`src/rtl/dual_down_timer.sv`:
```
module dual_down_timer #(
  parameter int CW = 24
) (
  input  logic        clk,
  input  logic        rst_n,
  input  logic        bus_en,
  input  logic        bus_we,
  input  logic [5:0]  bus_addr,
  input  logic [31:0] bus_wdata,
  output logic [31:0] bus_rdata,
  output logic        irq
);
  localparam int NT = 2;

  logic [CW-1:0] ld   [NT];
  logic [CW-1:0] cnt  [NT];
  logic [1:0]    psel [NT];
  logic [7:0]    pc   [NT];
  logic [NT-1:0] en, per, pend;
  logic [NT-1:0] tick, wld, wctl, wclr;

  always_comb begin
    for (int i = 0; i < NT; i++) begin
      wld[i]  = bus_en && bus_we && !bus_addr[4] && (bus_addr[5] == 1'(i)) && (bus_addr[3:2] == 2'd0);
      wctl[i] = bus_en && bus_we && !bus_addr[4] && (bus_addr[5] == 1'(i)) && (bus_addr[3:2] == 2'd2);
      wclr[i] = bus_en && bus_we && !bus_addr[4] && (bus_addr[5] == 1'(i)) && (bus_addr[3:2] == 2'd3);
      case (psel[i])
        2'd0:    tick[i] = en[i];
        2'd1:    tick[i] = en[i] && (pc[i][3:0] == 4'hf);
        default: tick[i] = en[i] && (pc[i] == 8'hff);
      endcase
    end
  end

  always_ff @(posedge clk) begin
    if (!rst_n) begin
      for (int i = 0; i < NT; i++) begin
        ld[i]   <= '0;
        cnt[i]  <= '0;
        psel[i] <= '0;
        pc[i]   <= '0;
      end
      en   <= '0;
      per  <= '0;
      pend <= '0;
    end else begin
      for (int i = 0; i < NT; i++) begin
        if (!en[i] || wld[i] || wctl[i]) pc[i] <= '0;
        else                             pc[i] <= pc[i] + 8'd1;

        if (wclr[i]) pend[i] <= 1'b0;

        if (tick[i]) begin
          if (cnt[i] != '0) begin
            cnt[i] <= cnt[i] - 1'b1;
            if (cnt[i] == CW'(1)) begin
              pend[i] <= 1'b1;
              if (!per[i]) en[i] <= 1'b0;
            end
          end else if (per[i]) begin
            cnt[i] <= ld[i];
          end
        end

        if (wld[i]) begin
          ld[i]  <= bus_wdata[CW-1:0];
          cnt[i] <= bus_wdata[CW-1:0];
        end

        if (wctl[i]) begin
          en[i]   <= bus_wdata[7];
          per[i]  <= bus_wdata[6];
          psel[i] <= bus_wdata[3:2];
        end
      end
    end
  end

  logic t;
  assign t = bus_addr[5];

  always_comb begin
    bus_rdata = '0;
    if (bus_en && !bus_we && !bus_addr[4]) begin
      case (bus_addr[3:2])
        2'd0: bus_rdata = 32'(ld[t]);
        2'd1: bus_rdata = 32'(cnt[t]);
        2'd2: bus_rdata = {24'd0, en[t], per[t], 2'b00, psel[t], 2'b00};
        2'd3: bus_rdata = {31'd0, pend[t]};
      endcase
    end
  end

  assign irq = |pend;
endmodule

```
`config.mk`:
```
export PLATFORM = sky130hd
export DESIGN_NAME = dual_down_timer
export DESIGN_NICKNAME = d
export VERILOG_FILES = /design/src/rtl/dual_down_timer.sv
export SDC_FILE = /design/constraint.sdc
export NUM_CORES = 1
export LEC_CHECK = 0
export BUFFER_PORTS_ARGS = -buffer_cell sky130_fd_sc_hd__buf_2
export CAP_MARGIN = 20
export CORE_ASPECT_RATIO = 1.25
export CORE_MARGIN = 10
export CORE_UTILIZATION = 40
export CTS_CLUSTER_DIAMETER = 50
export DETAILED_ROUTE_END_ITERATION = 16
export HOLD_SLACK_MARGIN = 0.06
export SKIP_LAST_GASP = 1
export SLEW_MARGIN = 20
export SYNTH_ARGS = -nofsm -noshare
export SYNTH_HDL_FRONTEND = slang
export SYNTH_SLANG_ARGS = --single-unit
```
`constraint.sdc`:
```
create_clock -name clk -period 4.69 [get_ports clk]
set_input_delay 0.2345 -clock clk [delete_from_list [all_inputs] [get_ports clk]]
set_output_delay 0.2345 -clock clk [all_outputs]
set_load 0.03 [all_outputs]
```
---- Yosys cells after proc, flatten, opt, wreduce, memory -nomap -nowiden ----
Memory sizes are Yosys's and may differ from the RTL's.
Index checks and enable logic that the tools add are counted.
operators by class
  add/subtract/negate cells ............... 4
  multipliers ............................. 0
  divide/modulo/power cells ............... 0
  $lt $le $gt $ge ......................... 1
  eq/ne operators ......................... 13
  shift-type cells ........................ 0
  muxes and demuxes ....................... 85
  bitwise operators ....................... 15
  reductions and logical operators ........ 38
operators by type and width
  kind                   count
  $mux 24                8
  $pmux 32 s4            1
  $mux 1                 67
  $eq 24x1->1 const B    2
  $reduce_bool 24->1     2
  $sub 24x1->24 const B  2
  $mux 32                1
  $mux 8                 4
  $add 8x1->8 const B    2
  $eq 8x8->1 const B     2
  $logic_and 1x1->1      16
  $or 1x1->1             14
  $reduce_bool 2->1      6
  $eq 4x4->1 const B     2
  $reduce_and 4->1       2
  $eq 2x1->1 const B     3
  $logic_not 2->1        3
  $eq 2x2->1 const B     2
  $logic_not 1->1        4
  $logic_or 1x1->1       4
  $mux 2                 2
  $ne 2x1->1 const B     2
  $pmux 1 s2             2
  $lt 1x2->1 const B     1
  other kinds (2)        2
storage, ports and cells
  bits in registers ....................... 6
  latch bits .............................. 0
  bits in writable memories ............... 116
  memory bits (read-only) ................. 0
  bits of input ports ..................... 42
  memories ................................ 4
memories
  memory  words  width  rd ports  clocked after memory_dff  write ports  line  text
  cnt     2      24     3         0                         2            16    logic [CW-1:0] cnt [NT];
  ld      2      24     3         0                         2            15    logic [CW-1:0] ld [NT];
  pc      2      8      2         0                         2            18    logic [7:0] pc [NT];
  psel    2      2      3         0                         2            17    logic [1:0] psel [NT];

---- Depth between registers and ports, before layout ----
Gate-level depths: netlist of run 1.
  depth after elaboration ................. 11
  depth in mapped cells ................... 10

---- Least setup slack after synthesis of run 1 ----
OpenSTA, ideal clock, no wires.
  path kind ............................... input -> register
  start ................................... in bus_addr[5]
  end ..................................... mem cnt[1][0] (enable)
  setup time .............................. 0.384 ns
  data arrival time ....................... 3.303 ns
  required time ........................... 4.306 ns
  slack ................................... 1.003 ns
  cell stages on the path ................. 4
  path buffers ............................ 1
  cells stage by stage .................... clkbuf_1 -> nand4b_1 -> o21ai_0 -> nand2b_1
RTL lines
  what             line  text
  start, declared  8     input logic [5:0] bus_addr,
  end, declared    16

==> impl_summary.log, run 1 <==
[metrics] status: finished, final reports clean
[metrics] number of global-route vias before repair: 5913
[metrics] Worst Reg2Reg Path Length in Cells: 7
[metrics] drt initial violations: 488
[metrics] max-cap violations: 0
[metrics] crit path max fanout: 24
[metrics] CTS tree: built
[metrics] DIE AREA: 24100 um^2
[metrics] wirelength, routed: 20700 um
[metrics] Slew Limit Fails: 0
[metrics] Post-CTS Hold Fix Bufs: 0
[metrics] non-filler cells, final: 999
[metrics] crit path capture type: register
[metrics] type of origin of the critical path: register
[metrics] clock sink count: 122
[metrics] Ys Warns: 0
[metrics] Port Buf Inserts: 56
[metrics] Lkg Pwr: 0.00302 uW
[metrics] number of nets with antenna violations after detailed routing: 0
[metrics] final weighted congestion in routability-driven placement: 0.915
[metrics] hold depth: 3
[metrics] unrepaired setup endpoints after global routing: no
[metrics] category of the most critical setup path: register to register
[metrics] worst supply voltage drop on vdd: 0.243 mV
[metrics] number of buffers on the longest clock path: 2
[metrics] drt first pass iters: 5
[metrics] all-layer global routing usage: 0.173
[metrics] share of synthesized registers carrying an async set or reset: 0
[metrics] placed insts: 970
[metrics] total power per unit cell area: 326 nW/um^2
[metrics] total count of hold-check failures in the final report: 0
[metrics] antenna violations before repair: 0
[metrics] list of most frequent post-synthesis cells: 116 x edfxtp_1, 74 x nor2_1, 44 x mux2i_1
[metrics] DRC violations left: 0
[metrics] gr ovfl total: 0
[metrics] Boundary Pins: 75
[metrics] later-pin clock latency in the skew report: 420 ps
[metrics] area share of the largest cell type after synthesis: 0.477
[metrics] combined area of all synthesized cells: 7300 um^2
[metrics] largest net degree at the start of global routing: 33
[metrics] Placement Rows: 55
[metrics] number of buffers added by the clock tree synthesis step: 17
[metrics] source of the worst hold timing path: bus_wdata[14]
[metrics] pin slew with the least headroom to its limit: 1090 ps
[metrics] startpoint of the worst register-to-register path: pc[0][0]$_SDFFCE_PN0P_
[metrics] fraction of layout cells with a size suffix above 1: 0.158
[metrics] Post-CTS Repair Setup Buffers: 0
[metrics] cell chosen for the clock root: clkbuf_16
[metrics] Detailed Place HPWL: 14400 um
[metrics] depth of the CTS H-tree: 4
[metrics] Tcrit/Tclk final: 0.810
[metrics] peak clock frequency supported by timing: 263 MHz
[metrics] Layout Area Growth over Synthesis: 15.0%
[metrics] Primary FF master, synth: edfxtp_1
[metrics] number of nets at the end of the flow: 810
[metrics] initial core utilization: 0.405
[metrics] vertical die dimension: 171 um
[metrics] WP data arrival: 3930 ps
[metrics] worst setup slack for register-to-register paths: 890 ps
[metrics] Core Util, Final: 0.466
[metrics] Max-Slew Margin vs Limit: 0.276
[metrics] r2r endpoint: cnt[1][2]$_DFFE_PP_
[metrics] biggest area consumer among synthesized cells: edfxtp_1
[metrics] number of setup violations in the final report: 0
[metrics] setup tns final: 0 ps
[metrics] placeable core region: 18000 um^2
[metrics] Syn Inst Count: 692
[metrics] Worst-path clk slew: 60 ps
[metrics] WL per Instance: 20.7 um
[metrics] via count: 5727
[metrics] critical path required time: 4820 ps
[metrics] Synth Area per Inst: 10.6 um^2
[metrics] post-detailed-route via-to-cell ratio: 5.73
[metrics] total of flip-flops plus latches after synthesis: 122
[metrics] Die Wd: 141 um
[metrics] global-route wire length before repair: 32800 um
[metrics] most common cell in the synthesized netlist: edfxtp_1
[metrics] share of the yosys chip area belonging to registers: 0.493
[metrics] Synth area leaders: edfxtp_1 48%, mux2i_1 6.0%, nor2_1 3.8%, xnor2_1 3.0%, xor2_1 2.9%
[metrics] shortest clock period the worst path allows after layout: 3800 ps
[metrics] number of unique standard cell types used by synthesis: 67
[metrics] number of flops mapped to enable cells by yosys: 116
[metrics] clock skew: 5.46 ps
[metrics] Hold EP: cnt[0][14]$_SDFFCE_PN0P_
[metrics] Inserted Diodes: 0
[metrics] Gates resized, CTS repair: 0
[metrics] hold crit path type: primary input to register
==> logic make-up after synthesis <==
logic type	count (synthesis)	synth area share
adder cells (fa/ha/maj)	7	0.0120
AO/OA/AOI/OAI	157	0.141
XOR/XNOR	49	0.0588
buffers and inverters	54	0.0351
flip-flops	122	0.493
multiplexers	47	0.0696
other	2	0.00103
AND/OR/NAND/NOR	254	0.189
==> through the flow <==
step | hold WS, ps | cell area (um^2) | power, uW | setup WS, ps
floorplan | 379 | 7390 | 1450 | 1000
global placement | 482 | 7860 | 1530 | 989
detailed placement | 488 | 7860 | 1530 | 922
CTS | 119 | 8400 | 2750 | 910
global route | 145 | 8400 | 2830 | 572
finish | 139 | 8400 | 2730 | 893
==> worst max-delay path: stages (launching register included) <==
cell and delay [ps]:
edfxtp_1 430, ha_1 250, and3_1 210, o221ai_1 490, nor4_1 220, nor2_1 810
a211o_1 890, o21ai_0 210
==> cells in the final DEF (no fill, tap or decap), types with 7 or more instances in the layout <==
| master | instances |
|---|---|
| nand2_1 | 40 |
| edfxtp_1 | 116 |
| inv_1 | 11 |
| nor2_1 | 72 |
| buf_4 | 15 |
| o22a_1 | 19 |
| and2_1 | 27 |
| o21ai_1 | 21 |
| a22oi_1 | 24 |
| nand3_1 | 16 |
| or4_1 | 7 |
| mux2i_1 | 44 |
| o21ai_0 | 29 |
| nor3_1 | 24 |
| xor2_1 | 24 |
| a21oi_1 | 24 |
| o211ai_1 | 12 |
| clkbuf_16 | 17 |
| buf_2 | 56 |
| xnor2_1 | 25 |
| ha_1 | 7 |
| conb_1 | 24 |
| nand2b_1 | 7 |
| or3_1 | 13 |
==> power by group <==
part / internal (uW) / switching [uW]
Sequential: 1240 / 46.1
Combinational: 82.4 / 141
Clock: 764 / 458
Total: 2090 / 645
==> how the worst max path moves through the flow <==
stage                           startpoint              endpoint  slack (ps)  cells after the start
floorplan                      bus_addr[5]   cnt[1][0]$_DFFE_PP_        1000                      4
global placement    pc[0][0]$_SDFFCE_PN0P_   cnt[1][2]$_DFFE_PP_         990                      7
detailed placement  pc[0][0]$_SDFFCE_PN0P_   cnt[1][2]$_DFFE_PP_         920                      7
CTS                 pc[0][0]$_SDFFCE_PN0P_   cnt[1][2]$_DFFE_PP_         910                      7
global route        pc[0][0]$_SDFFCE_PN0P_  cnt[1][23]$_DFFE_PP_         570                      7
finish              pc[0][0]$_SDFFCE_PN0P_   cnt[1][2]$_DFFE_PP_         890                      7
==> per-layer routing <==
metal  routed length (um)  vias to the layer above  share of wire  GRT usage
met4                  490                        0          0.024     0.0674
met3                 1200                       39          0.058     0.0383
met1                 8660                     2780           0.42      0.208
li1                     -                     2708              -          -
met5                    0                        -              0          0
met2                10400                      200           0.50      0.296
==> cell type report <==
| type | instances | area, um^2 |
|---|---|---|
| Fill cell | 1734 | 9630 |
| Sequential cell | 122 | 3600 |
| Multi-Input combinational cell | 538 | 3530 |
| Clock buffer | 19 | 433 |
| Timing Repair Buffer | 71 | 393 |
| Tap cell | 228 | 285 |
| Clock inverter | 10 | 105 |
| Inverter | 11 | 41.3 |
==> sequential cells by signal, indices dropped and copies added (netlist names) <==
name and count:
pc 16, cnt 48, ld 48, en 2, per 2, psel 4
pend 2
(Power assumes the default switching activity.)
==> run 2, diff against run 1 <==
- clock period: 4.69 -> 3.3 ns (I/O delays scaled with it)
==> run 2 against run 1 <==
  * Core utilization grew 1.4 points
  * Non-clock buffer count increased by 15
  * Hold slack lost 65 ps
  * Critical path depth rose by 2
  * Critical path type unchanged
  * Critical endpoint is now cnt[0][18]$_SDFFCE_PN0P_
  * Sequential cell count did not move
  * Via count grew 2.5%
  * Die area did not move
==> impl_summary.log, run 2 (synthesis results as in run 1) <==
[metrics] peak clock frequency supported by timing: 345 MHz (+31%)
[metrics] cell chosen for the clock root: clkbuf_16
[metrics] number of setup violations in the final report: 0 (unchanged)
[metrics] DRC violations left: 0 (unchanged)
[metrics] Gates resized, CTS repair: 0 (unchanged)
[metrics] depth of the CTS H-tree: 4 (unchanged)
[metrics] largest net degree at the start of global routing: 34 (+3.0%)
[metrics] final weighted congestion in routability-driven placement: 0.845 (-7.7%)
[metrics] Crit-path slowest cell: or4_1
[metrics] Lkg Pwr: 0.00315 uW (+4.3%)
[metrics] critical path required time: 3470 ps (-1350 ps)
[metrics] WL per Instance: 21.0 um (+1.2%)
[metrics] CTS tree: built
[metrics] hold depth: 2 (-1)
[metrics] Max-Slew Margin vs Limit: 0.221 (-0.0552)
[metrics] Port Buf Inserts: 56 (unchanged)
[metrics] category of the most critical setup path: register to register
[metrics] fill cell total of the finished layout: 1687 (-2.7%)
[metrics] number of buffers added by the clock tree synthesis step: 17 (unchanged)
[metrics] Slew Limit Fails: 0 (unchanged)
[metrics] DIE AREA: 24100 um^2 (unchanged)
[metrics] Die Wd: 141 um (unchanged)
[metrics] antenna violations before repair: 0 (unchanged)
[metrics] Worst Reg2Reg Path Length in Cells: 9 (+2)
[metrics] all-layer global routing usage: 0.176 (+0.00257)
[metrics] kind of cell with the highest combined delay on the critical path: simple AND/OR/NAND/NOR gates
[metrics] crit path max fanout: 14 (-42%)
[metrics] fraction of layout cells with a size suffix above 1: 0.172 (+0.0141)
[metrics] Hold EP: ld[1][16]$_DFFE_PP_
[metrics] Core Util, Final: 0.479 (+0.0135)
[metrics] Inserted Diodes: 0 (unchanged)
[metrics] Layout Area Growth over Synthesis: 18.3%
[metrics] number of nets with antenna violations after detailed routing: 0 (unchanged)
[metrics] max-cap violations: 0 (unchanged)
[metrics] most common library cell in the layout ignoring fill and taps: edfxtp_1
[metrics] via count: 5868 (+2.5%)
[metrics] worst supply voltage drop on vdd: 0.312 mV (+28%)
[metrics] gr ovfl total: 0 (unchanged)
[metrics] pin slew with the least headroom to its limit: 1170 ps (+82.8 ps)
[metrics] ordered cell list for the critical path: inv_1 -> ha_1 -> nor4b_4 -> nand3_2 -> or4_1 -> buf_4 -> or3_1 -> o21ai_0 -> nor3_1
[metrics] startpoint of the worst register-to-register path: cnt[0][1]$_SDFFCE_PN0P_
[metrics] WP data arrival: 3070 ps (-860 ps)
[metrics] Detailed Place HPWL: 14500 um (+1.0%)
[metrics] clock skew: 13.3 ps (+7.83 ps)
[metrics] drt initial violations: 520 (+6.6%)
[metrics] setup tns final: 0 ps (unchanged)
[metrics] crit path capture type: register
[metrics] wirelength, routed: 21400 um (+3.1%)
[metrics] shortest clock period the worst path allows after layout: 2900 ps (-899 ps)
[metrics] number of buffers on the longest clock path: 2 (unchanged)
[metrics] source of the worst hold timing path: bus_wdata[16]
[metrics] total power per unit cell area: 488 nW/um^2 (+50%)
[metrics] total count of hold-check failures in the final report: 0 (unchanged)
[metrics] most used cells in the layout excluding fill and tap cells: 116 x edfxtp_1, 72 x nor2_1, 56 x buf_2
[metrics] later-pin clock latency in the skew report: 430 ps (about the same)
[metrics] drt first pass iters: 5 (unchanged)
[metrics] global-route wire length before repair: 33200 um (+1.4%)
[metrics] unrepaired setup endpoints after global routing: no
[metrics] slowest cell delay on critical path: 560 ps (-330 ps)
[metrics] vertical die dimension: 171 um (unchanged)
[metrics] r2r endpoint: cnt[0][18]$_SDFFCE_PN0P_
[metrics] Placement Rows: 55 (unchanged)
[metrics] initial core utilization: 0.405 (unchanged)
[metrics] buffering stage count on the worst path with inverters included: 2 (+2)
[metrics] Tcrit/Tclk final: 0.878 (+0.0684)
[metrics] number of nets at the end of the flow: 825 (+1.9%)
[metrics] Boundary Pins: 75 (unchanged)
[metrics] largest registers: cnt (48), ld (48), pc (16)
[metrics] post-detailed-route via-to-cell ratio: 5.77 (+0.65%)
[metrics] Worst-path clk slew: 60 ps (about the same)
[metrics] hold crit path type: primary input to register
[metrics] placeable core region: 18000 um^2 (unchanged)
[metrics] number of global-route vias before repair: 6016 (+1.7%)
[metrics] status: finished, final reports clean
[metrics] worst setup slack for register-to-register paths: 400 ps (-490 ps)
[metrics] type of origin of the critical path: register
[metrics] clock sink count: 122 (unchanged)
## run 2: changes by cell type in the layout (fill, tap and decap cells not counted), sizes merged
cell / change
clkinvlp: -2
clkinv: -3
dlygate4sd3: +3
clkbuf: +6
buf: +12
bufinv: +2
## run 2: area by class of cell
cell class | instances | area, um^2 | area share
timing repair buffer | 86 | 526 | 0.0608
tap | 228 | 285 | 0.0330
multi-input combinational | 538 | 3530 | 0.409
clock inverter | 7 | 134 | 0.0155
inverter | 11 | 41.3 | 0.00478
clock buffer | 25 | 515 | 0.0597
sequential | 122 | 3600 | 0.417
## run 2: metrics by stage
stage	power (uW)	cells	hold slack, ps	worst slack, ps	cell area (um^2)
floorplan	2060	714	310	343	7390
global placement	2170	982	476	506	7960
detailed placement	2180	982	485	439	7960
CTS	4220	1017	71.8	409	8640
global route	4340	1017	89.1	241	8640
finish	4220	1017	74.0	403	8640
## run 2: what timing repair did
item,4_1_cts,5_1_grt
endpoints found under the hold margin,3,0
setup buffers,0,0
hold buffers,3,0
## run 2: worst max path at each step
| stage | from | to | slack (ps) | cells past startpoint |
|---|---|---|---|---|
| final | cnt[0][1]$_SDFFCE_PN0P_ | cnt[0][18]$_SDFFCE_PN0P_ | 400 | 9 |
| after global routing | cnt[1][11]$_DFFE_PP_ | cnt[0][20]$_SDFFCE_PN0P_ | 240 | 7 |
| after CTS | cnt[0][1]$_SDFFCE_PN0P_ | cnt[0][18]$_SDFFCE_PN0P_ | 410 | 9 |
| after detailed placement | cnt[0][1]$_SDFFCE_PN0P_ | cnt[0][18]$_SDFFCE_PN0P_ | 440 | 9 |
| after global placement | cnt[0][1]$_SDFFCE_PN0P_ | cnt[0][18]$_SDFFCE_PN0P_ | 510 | 9 |
| after floorplan | bus_addr[5] | cnt[1][0]$_DFFE_PP_ | 340 | 4 |
## run 2: per-layer routing
metal	wire, um	up-vias	global-route usage
li1	-	2744	-
met1	9120	2873	0.212
met2	10600	217	0.302
met3	1120	34	0.0338
met4	529	0	0.0692
met5	0	-	0
## run 2: power breakdown
group / internal, uW / switching (uW)
clock network: 1380 / 675
registers: 1770 / 66.4
logic: 125 / 204
